==> config.mk <==
export PLATFORM = sky130hd
export DESIGN_NAME = modclk_stop_ctrl
export DESIGN_NICKNAME = d
export VERILOG_FILES = /design/src/rtl/mcs_pkg.sv /design/src/rtl/mcs_addr_decode.sv /design/src/rtl/mcs_ctl_bank.sv /design/src/rtl/mcs_ack_sync.sv /design/src/rtl/modclk_stop_ctrl.sv
export SDC_FILE = /design/constraint.sdc
export NUM_CORES = 2
export LEC_CHECK = 0
export BUFFER_PORTS_ARGS = -buffer_cell sky130_fd_sc_hd__buf_2
export CORE_AREA = 2 2 479 481
export DETAILED_ROUTE_END_ITERATION = 16
export DIE_AREA = 0 0 481 483
export HOLD_SLACK_MARGIN = 0.15
export PLACE_DENSITY = 0.49
export SYNTH_ARGS = -nofsm -noshare
export SYNTH_HDL_FRONTEND = slang
export SYNTH_SLANG_ARGS = --single-unit
==> constraint.sdc <==
create_clock -name clk -period 7.5 [get_ports clk]
set_input_delay 0.75 -clock clk [delete_from_list [all_inputs] [get_ports clk]]
set_output_delay 0.75 -clock clk [all_outputs]
set_load 0.005 [all_outputs]
==> src/rtl/mcs_pkg.sv <==
// Shared constants and address map functions for the module clock stop controller.
// Assumes at most 12 control words; beyond that the upper control group
// would run into the upper status group.
package mcs_pkg;
    localparam int WORD_W  = 32;
    localparam int RT_DIST = 'h20;

    // System control word address for word i
    function automatic logic [11:0] ctl_off(input int i);
        if (i < 8) return 12'(('h130 + 4 * i));
        else       return 12'(('h990 + 4 * (i - 8)));
    endfunction

    // Realtime control word address for word i
    function automatic logic [11:0] rt_off(input int i);
        return 12'(ctl_off(i) - RT_DIST);
    endfunction

    // Status word address for word i; the low group is deliberately out of order
    function automatic logic [11:0] sts_off(input int i);
        if (i < 4)       return 12'(('h030 + 8 * i));
        else if (i == 4) return 12'h04C;
        else if (i == 5) return 12'h03C;
        else if (i < 8)  return 12'(('h1C0 + 4 * (i - 6)));
        else             return 12'(('h9A0 + 4 * (i - 8)));
    endfunction
endpackage

==> src/rtl/mcs_addr_decode.sv <==
// Address decoder: sorts a byte address into the system control, realtime
// control or status bank, and gives the word index within that bank.
// Assumes the three bank maps do not overlap for NUM_REGS <= 12.
module mcs_addr_decode #(
    parameter int NUM_REGS = 12,
    parameter int IDX_W    = (NUM_REGS > 1) ? $clog2(NUM_REGS) : 1
) (
    input  logic             clk,
    input  logic             rst_n,
    input  logic [11:0]      addr,
    output logic             ctl_hit,
    output logic             rt_hit,
    output logic             sts_hit,
    output logic [IDX_W-1:0] idx
);
    import mcs_pkg::*;

    // Compare the address against every word address of every bank
    always_comb begin
        ctl_hit = 1'b0;
        rt_hit  = 1'b0;
        sts_hit = 1'b0;
        idx     = '0;
        for (int i = 0; i < NUM_REGS; i++) begin
            if (addr == ctl_off(i)) begin ctl_hit = 1'b1; idx = IDX_W'(i); end
            if (addr == rt_off(i))  begin rt_hit  = 1'b1; idx = IDX_W'(i); end
            if (addr == sts_off(i)) begin sts_hit = 1'b1; idx = IDX_W'(i); end
        end
    end

    // an address never lands in two banks at once
    a_r7_bank_exclusive: assert property (@(posedge clk) disable iff (!rst_n)
        $onehot0({ctl_hit, rt_hit, sts_hit}));

    // a misaligned address never hits any bank
    a_r10_misaligned_miss: assert property (@(posedge clk) disable iff (!rst_n)
        (addr[1:0] != 2'b00) |-> !(ctl_hit || rt_hit || sts_hit));
endmodule

==> src/rtl/mcs_ctl_bank.sv <==
// Control register bank: NUM_REGS words of 32 bits, each written whole.
// Resets to all ones (all modules stopped). Assumes wr_idx < NUM_REGS when wr_en is high.
module mcs_ctl_bank #(
    parameter int NUM_REGS = 12,
    parameter int IDX_W    = (NUM_REGS > 1) ? $clog2(NUM_REGS) : 1
) (
    input  logic                        clk,
    input  logic                        rst_n,
    input  logic                        wr_en,
    input  logic [IDX_W-1:0]            wr_idx,
    input  logic [31:0]                 wr_data,
    output logic [NUM_REGS-1:0][31:0]   words
);
    for (genvar g = 0; g < NUM_REGS; g++) begin : g_word
        // Hold one control word; a write replaces all 32 bits at once
        always_ff @(posedge clk) begin
            if (!rst_n)
                words[g] <= '1;
            else if (wr_en && (wr_idx == IDX_W'(g)))
                words[g] <= wr_data;
        end
    end

    // the bank is all ones in the cycle after reset
    a_r2_reset_ones: assert property (@(posedge clk)
        !rst_n |=> (&words));
endmodule

==> src/rtl/mcs_ack_sync.sv <==
// Two-flop synchronizer bringing the per-module stop acknowledges into the
// block clock domain. Resets to ones to match the stopped state after reset.
module mcs_ack_sync #(
    parameter int WIDTH = 384
) (
    input  logic             clk,
    input  logic             rst_n,
    input  logic [WIDTH-1:0] ack_in,
    output logic [WIDTH-1:0] ack_sync
);
    logic [WIDTH-1:0] stage1;

    // Shift the acknowledge vector through two register stages
    always_ff @(posedge clk) begin
        if (!rst_n) begin
            stage1   <= '1;
            ack_sync <= '1;
        end else begin
            stage1   <= ack_in;
            ack_sync <= stage1;
        end
    end

    // Count edges since reset so the latency check never looks before reset
    logic [1:0] since_rst;
    always_ff @(posedge clk) begin
        if (!rst_n)                since_rst <= '0;
        else if (since_rst != 2'd2) since_rst <= since_rst + 2'd1;
    end

    // the output equals the input from exactly two edges earlier
    a_r8_two_edge_latency: assert property (@(posedge clk) disable iff (!rst_n)
        (since_rst == 2'd2) |-> (ack_sync == $past(ack_in, 2)));
endmodule

==> src/rtl/modclk_stop_ctrl.sv <==
// Module clock stop controller top. Holds a system and a realtime stop
// control bank, a synchronized status bank, and a single-cycle register port
// with same-cycle read data. Assumes 1 <= NUM_REGS <= 12 and at most one
// of bus_we / bus_re per cycle from the bus side.
module modclk_stop_ctrl #(
    parameter int NUM_REGS = 12,
    parameter int ADDR_W   = 12
) (
    input  logic                     clk,
    input  logic                     rst_n,
    input  logic                     bus_we,
    input  logic                     bus_re,
    input  logic [ADDR_W-1:0]        bus_addr,
    input  logic [31:0]              bus_wdata,
    output logic [31:0]              bus_rdata,
    input  logic [32*NUM_REGS-1:0]   stop_ack,
    output logic [32*NUM_REGS-1:0]   clk_stop_req,
    output logic [32*NUM_REGS-1:0]   rt_stop_req
);
    localparam int IDX_W = (NUM_REGS > 1) ? $clog2(NUM_REGS) : 1;
    localparam int NMOD  = 32 * NUM_REGS;

    logic             ctl_hit, rt_hit, sts_hit;
    logic [IDX_W-1:0] idx;
    logic [NUM_REGS-1:0][31:0] ctl_words, rt_words, sts_words;
    logic [NMOD-1:0]  ack_q;

    mcs_addr_decode #(.NUM_REGS(NUM_REGS), .IDX_W(IDX_W)) u_dec (
        .clk(clk), .rst_n(rst_n), .addr(12'(bus_addr)),
        .ctl_hit(ctl_hit), .rt_hit(rt_hit), .sts_hit(sts_hit), .idx(idx)
    );

    mcs_ctl_bank #(.NUM_REGS(NUM_REGS), .IDX_W(IDX_W)) u_sys_bank (
        .clk(clk), .rst_n(rst_n), .wr_en(bus_we && ctl_hit),
        .wr_idx(idx), .wr_data(bus_wdata), .words(ctl_words)
    );

    mcs_ctl_bank #(.NUM_REGS(NUM_REGS), .IDX_W(IDX_W)) u_rt_bank (
        .clk(clk), .rst_n(rst_n), .wr_en(bus_we && rt_hit),
        .wr_idx(idx), .wr_data(bus_wdata), .words(rt_words)
    );

    mcs_ack_sync #(.WIDTH(NMOD)) u_sync (
        .clk(clk), .rst_n(rst_n), .ack_in(stop_ack), .ack_sync(ack_q)
    );

    // Module n sits at word n/32, bit n%32: the packed arrays flatten this way
    assign sts_words    = ack_q;
    assign clk_stop_req = ctl_words;
    assign rt_stop_req  = rt_words;

    // Same-cycle read mux; anything unmapped or unstrobed reads zero
    always_comb begin
        bus_rdata = '0;
        if (bus_re) begin
            if (ctl_hit)      bus_rdata = ctl_words[idx];
            else if (rt_hit)  bus_rdata = rt_words[idx];
            else if (sts_hit) bus_rdata = sts_words[idx];
        end
    end

    // a control write lands whole in the addressed word at the next edge
    a_r3_word_write: assert property (@(posedge clk) disable iff (!rst_n)
        (bus_we && ctl_hit) |=> (clk_stop_req[32*$past(idx) +: 32] == $past(bus_wdata)));

    // the realtime requests move only on a realtime write
    a_r6_rt_isolated: assert property (@(posedge clk) disable iff (!rst_n)
        !(bus_we && rt_hit) |=> $stable(rt_stop_req));

    // writes to status or unmapped addresses leave the system requests alone
    a_r9_no_side_write: assert property (@(posedge clk) disable iff (!rst_n)
        (bus_we && !ctl_hit) |=> $stable(clk_stop_req));

    // reads that hit nothing return zero
    a_r10_unmapped_zero: assert property (@(posedge clk) disable iff (!rst_n)
        (bus_re && !(ctl_hit || rt_hit || sts_hit)) |-> (bus_rdata == 32'h0));
endmodule

==> results.sh <==
export IMPL_path_cells="buf_2 -> nor4bb_1 -> o311ai_1 -> and3_1 -> and3_4 -> nand2_8 -> buf_12 -> mux2_2 -> o21ai_0 -> a41oi_1 -> a21boi_1 -> buf_2"
export IMPL_finalMaxSlewViolations=0
export IMPL_maxSlewHeadroom=0.151
export IMPL_cts_resized_gates=0
export IMPL_cts_tree="yes"
export IMPL_crit_end="bus_rdata[29]"
export IMPL_die_h_um=483
export IMPL_p_leak_nw=33.0
export IMPL_power_frac_seq=0.462
export IMPL_endpoint_kind="output pin"
export IMPL_cellPowerDensity_nw_per_um2=240
export IMPL_max_freq_mhz=152
export IMPL_nets=8612
export IMPL_area_delta_synth_final_pct=33.5
export IMPL_finalSetupTns_ps=0
export IMPL_hold_class="in2reg"
export IMPL_portBuffers=1231
export IMPL_synth_top_cell_by_area="dfxtp_1"
export IMPL_cp_slowest_stage_delay_ps=860
export IMPL_core_area_um2=227000
export IMPL_comb_power_share=0.048
export IMPL_min_period_ps=6600
export IMPL_setup_viol=0
export IMPL_first_pass_iters=13
export IMPL_yosysTopAreaCellShare=0.540
export IMPL_avgRoutedWirePerCell_um=33.7
export IMPL_postCtsSetupBuffers=0
export IMPL_die_x_um=481
export IMPL_cts_root_buf="clkbuf_16"
export IMPL_finalCritPeriodShare=0.880
export IMPL_cts_hold_buffers=360
export IMPL_crit_path_start_kind="input port"
export IMPL_totalWireLength_um=382000
export IMPL_synth_area_top_cells="dfxtp_1 (54%), nand2_1 (14%), nand3_1 (8.7%)"
export IMPL_worstPathBufferInverterCount=3
export IMPL_failed_checks="antenna rules, DRC"
export IMPL_grt_util_met3=0.0585
export IMPL_hold_viol_final=0
export IMPL_worstSetupStartpoint="bus_addr[4]"
export IMPL_clock_skew_ps=30.5
export IMPL_rows=175
export IMPL_drt_iter0_drc=5654
export IMPL_synth_cell_type_count=86
export IMPL_tightest_slew_ps=1260
export IMPL_crit_slowest_cell="a21boi_1"
export IMPL_gp_congestion=0.937
export IMPL_rsz0062_at_grt="no"
export IMPL_path_max_fanout=53
export IMPL_io_pins=1232
export IMPL_r2r_end="u_rt_bank.words[318]"
export IMPL_grt_util_met1=0.371
export IMPL_grt_pass1_wl_um=503000
export IMPL_r2r_cells=2
export IMPL_synth_seq_cells=1536
export IMPL_antenna_found_initial=38
export IMPL_grt_busiest_layer="met2"
export IMPL_ant_nets=1
export IMPL_synth_ff_type="dfxtp_1"
export IMPL_r2r_slack_ps=6600
export IMPL_synthCells=6853
export IMPL_p_total_mw=18.2
export IMPL_hold_path_depth=2
export IMPL_clock_latency_ps=870
export IMPL_numCtsBuffers=173
export IMPL_path_delay_family="compound AO/OA/AOI/OAI gates"
export IMPL_clock_sinks=1536
export IMPL_crit_arrival_ps=5850
export IMPL_crit_required_ps=6750
export IMPL_seq_area_frac_synth=0.540
export IMPL_cp_depth=12
export IMPL_layout_setup_ws_ps=903
export IMPL_drive_above_1_share=0.214
export IMPL_h_tree_depth=4
export IMPL_start_util=0.251
export IMPL_peakVddDrop_uv=229
export IMPL_cts_buffer_depth=3
export IMPL_p_int_mw=13.8
export IMPL_run_status="complete, but fails checks"
export IMPL_syn_area_um2=56900
export IMPL_p_sw_frac=0.240
export IMPL_syn_avg_cell_area_um2=8.30
export IMPL_grt_pass1_vias=54500
export IMPL_dp_hpwl_um=285000
export IMPL_grt_max_degree=238
export IMPL_crit_top_cell="buf_2"
export IMPL_power_frac_clock=0.490
export IMPL_async_reset_ff_frac=0
export IMPL_grt_util_all_layers=0.316
export IMPL_path_clk_slew_ps=60
export IMPL_worstReg2RegStart="u_rt_bank.words[318]"
export IMPL_synth_edf_count=0
export IMPL_use_met2=0.524
export IMPL_holdWs_ps=210
export IMPL_drc=1
export IMPL_ys_warn_count=0
export IMPL_switchingPower_mw=4.38
export IMPL_grt_ovfl_total=0
export IMPL_cap_violations=0
export IMPL_die_area_um2=232000
export IMPL_setup_worst_path_class="in2out"
export IMPL_via_count=57200
export IMPL_via_per_inst=5.04
export IMPL_post_place_ws_ps=1030
export IMPL_synth_fp_nets=7285
-- power groups by stage --
stage          sequential [mW]  combinational [mW]  clock (mW)
2_1_floorplan             8.56               0.342           0
3_3_place_gp              8.60               0.726           0
3_5_place_dp              8.60               0.728           0
4_1_cts                   8.42               0.872        9.05
5_1_grt                   8.43               0.925        9.38
6_report                  8.41               0.879        8.93
-- stage by stage --
stage | instances | util | cell area [µm²]
finish | 11400 | 0.335 | 75900
global placement | 10700 | 0.292 | 66300
CTS | 11300 | 0.335 | 75900
global route | 11300 | 0.335 | 75900
floorplan | 6853 | - | 56900
detailed placement | 10700 | 0.292 | 66300
-- Yosys cell counts (all sizes together), types with 7 or more instances --
| cell type | count |
|---|---|
| a31oi | 49 |
| o221ai | 23 |
| and2 | 7 |
| o2111ai | 26 |
| dfxtp | 1536 |
| nand4 | 31 |
| a32o | 10 |
| o22a | 12 |
| nor2 | 126 |
| and3 | 31 |
| o211ai | 12 |
| a32oi | 30 |
| a21oi | 69 |
| nor4 | 16 |
| or3 | 8 |
| clkbuf | 457 |
| a221oi | 14 |
| nand2b | 775 |
| a22oi | 10 |
| nor3 | 46 |
| o21ai | 84 |
| mux2i | 86 |
| a211oi | 19 |
| buf | 114 |
| o22ai | 70 |
| nand2 | 2083 |
| nand3 | 986 |
| mux2 | 26 |
-- routing by layer --
layer,up-vias,share of wire
met5,-,0.00016
met4,8,0.079
met3,717,0.070
met2,3175,0.47
met1,28000,0.38
li1,25300,-
-- sequential cells by signal, summed over array words and instances, names as in the netlist --
name	flops
u_rt_bank.words	384
u_sys_bank.words	384
u_sync.ack_sync	384
u_sync.stage1	384
-- worst min-delay path by stage --
| stage | startpoint | to | slack, ps |
|---|---|---|---|
| after floorplan | u_sync.stage1[0] | u_sync.ack_sync[0] | 390 |
| after global placement | u_sync.stage1[191] | u_sync.ack_sync[191] | 390 |
| after detailed placement | u_sync.stage1[191] | u_sync.ack_sync[191] | 390 |
| after CTS | stop_ack[14] | u_sync.stage1[14] | 150 |
| after global routing | stop_ack[333] | u_sync.stage1[333] | 170 |
| final | stop_ack[333] | u_sync.stage1[333] | 210 |
-- cell families (layout without fill, tap and decap cells) --
| logic type | after synthesis | count (layout) | share of synthesized area |
|---|---|---|---|
| AO/OA/AOI/OAI | 487 | 487 | 0.0596 |
| XOR/XNOR | 1 | 1 | 0.000154 |
| buffers and inverters | 575 | 2045 | 0.0408 |
| flip-flops | 1536 | 1536 | 0.540 |
| multiplexers | 112 | 112 | 0.0203 |
| other | 0 | 18 | 0 |
| AND/OR/NAND/NOR | 4142 | 4142 | 0.339 |
-- area by class of cell --
class / count / area [µm²]
antenna: 18 / 45.0
clock buffer: 254 / 5040
clock inverter: 64 / 957
fill: 23800 / 151000
inverter: 4 / 15.0
multi-input combinational: 4742 / 24300
sequential: 1536 / 30700
tap: 3009 / 3760
timing repair buffer: 1723 / 11000
-- cell usage in the layout, fill, tap and decap left out, types with 12 or more instances in the layout --
cell / instances
nand3_1: 977
o22ai_1: 70
clkbuf_1: 41
mux2_2: 26
o2111ai_1: 23
o21ai_1: 12
clkbuf_8: 39
o21ai_0: 70
buf_2: 1230
mux2i_1: 86
diode_2: 18
dfxtp_1: 1536
a21oi_1: 66
nand2b_1: 768
nand2_1: 2068
nor2_4: 19
nand4_1: 30
nand2_2: 13
o211ai_1: 12
dlygate4sd3_1: 360
clkbuf_16: 174
and3_1: 27
a211oi_1: 14
nor2_1: 106
buf_4: 110
a31oi_1: 49
o22a_1: 12
nor4_1: 13
buf_12: 22
a32oi_1: 30
a221oi_1: 12
clkinv_2: 26
nor3_1: 34
o221ai_1: 23
bufinv_16: 12
Power figures use the tool's default switching activity.
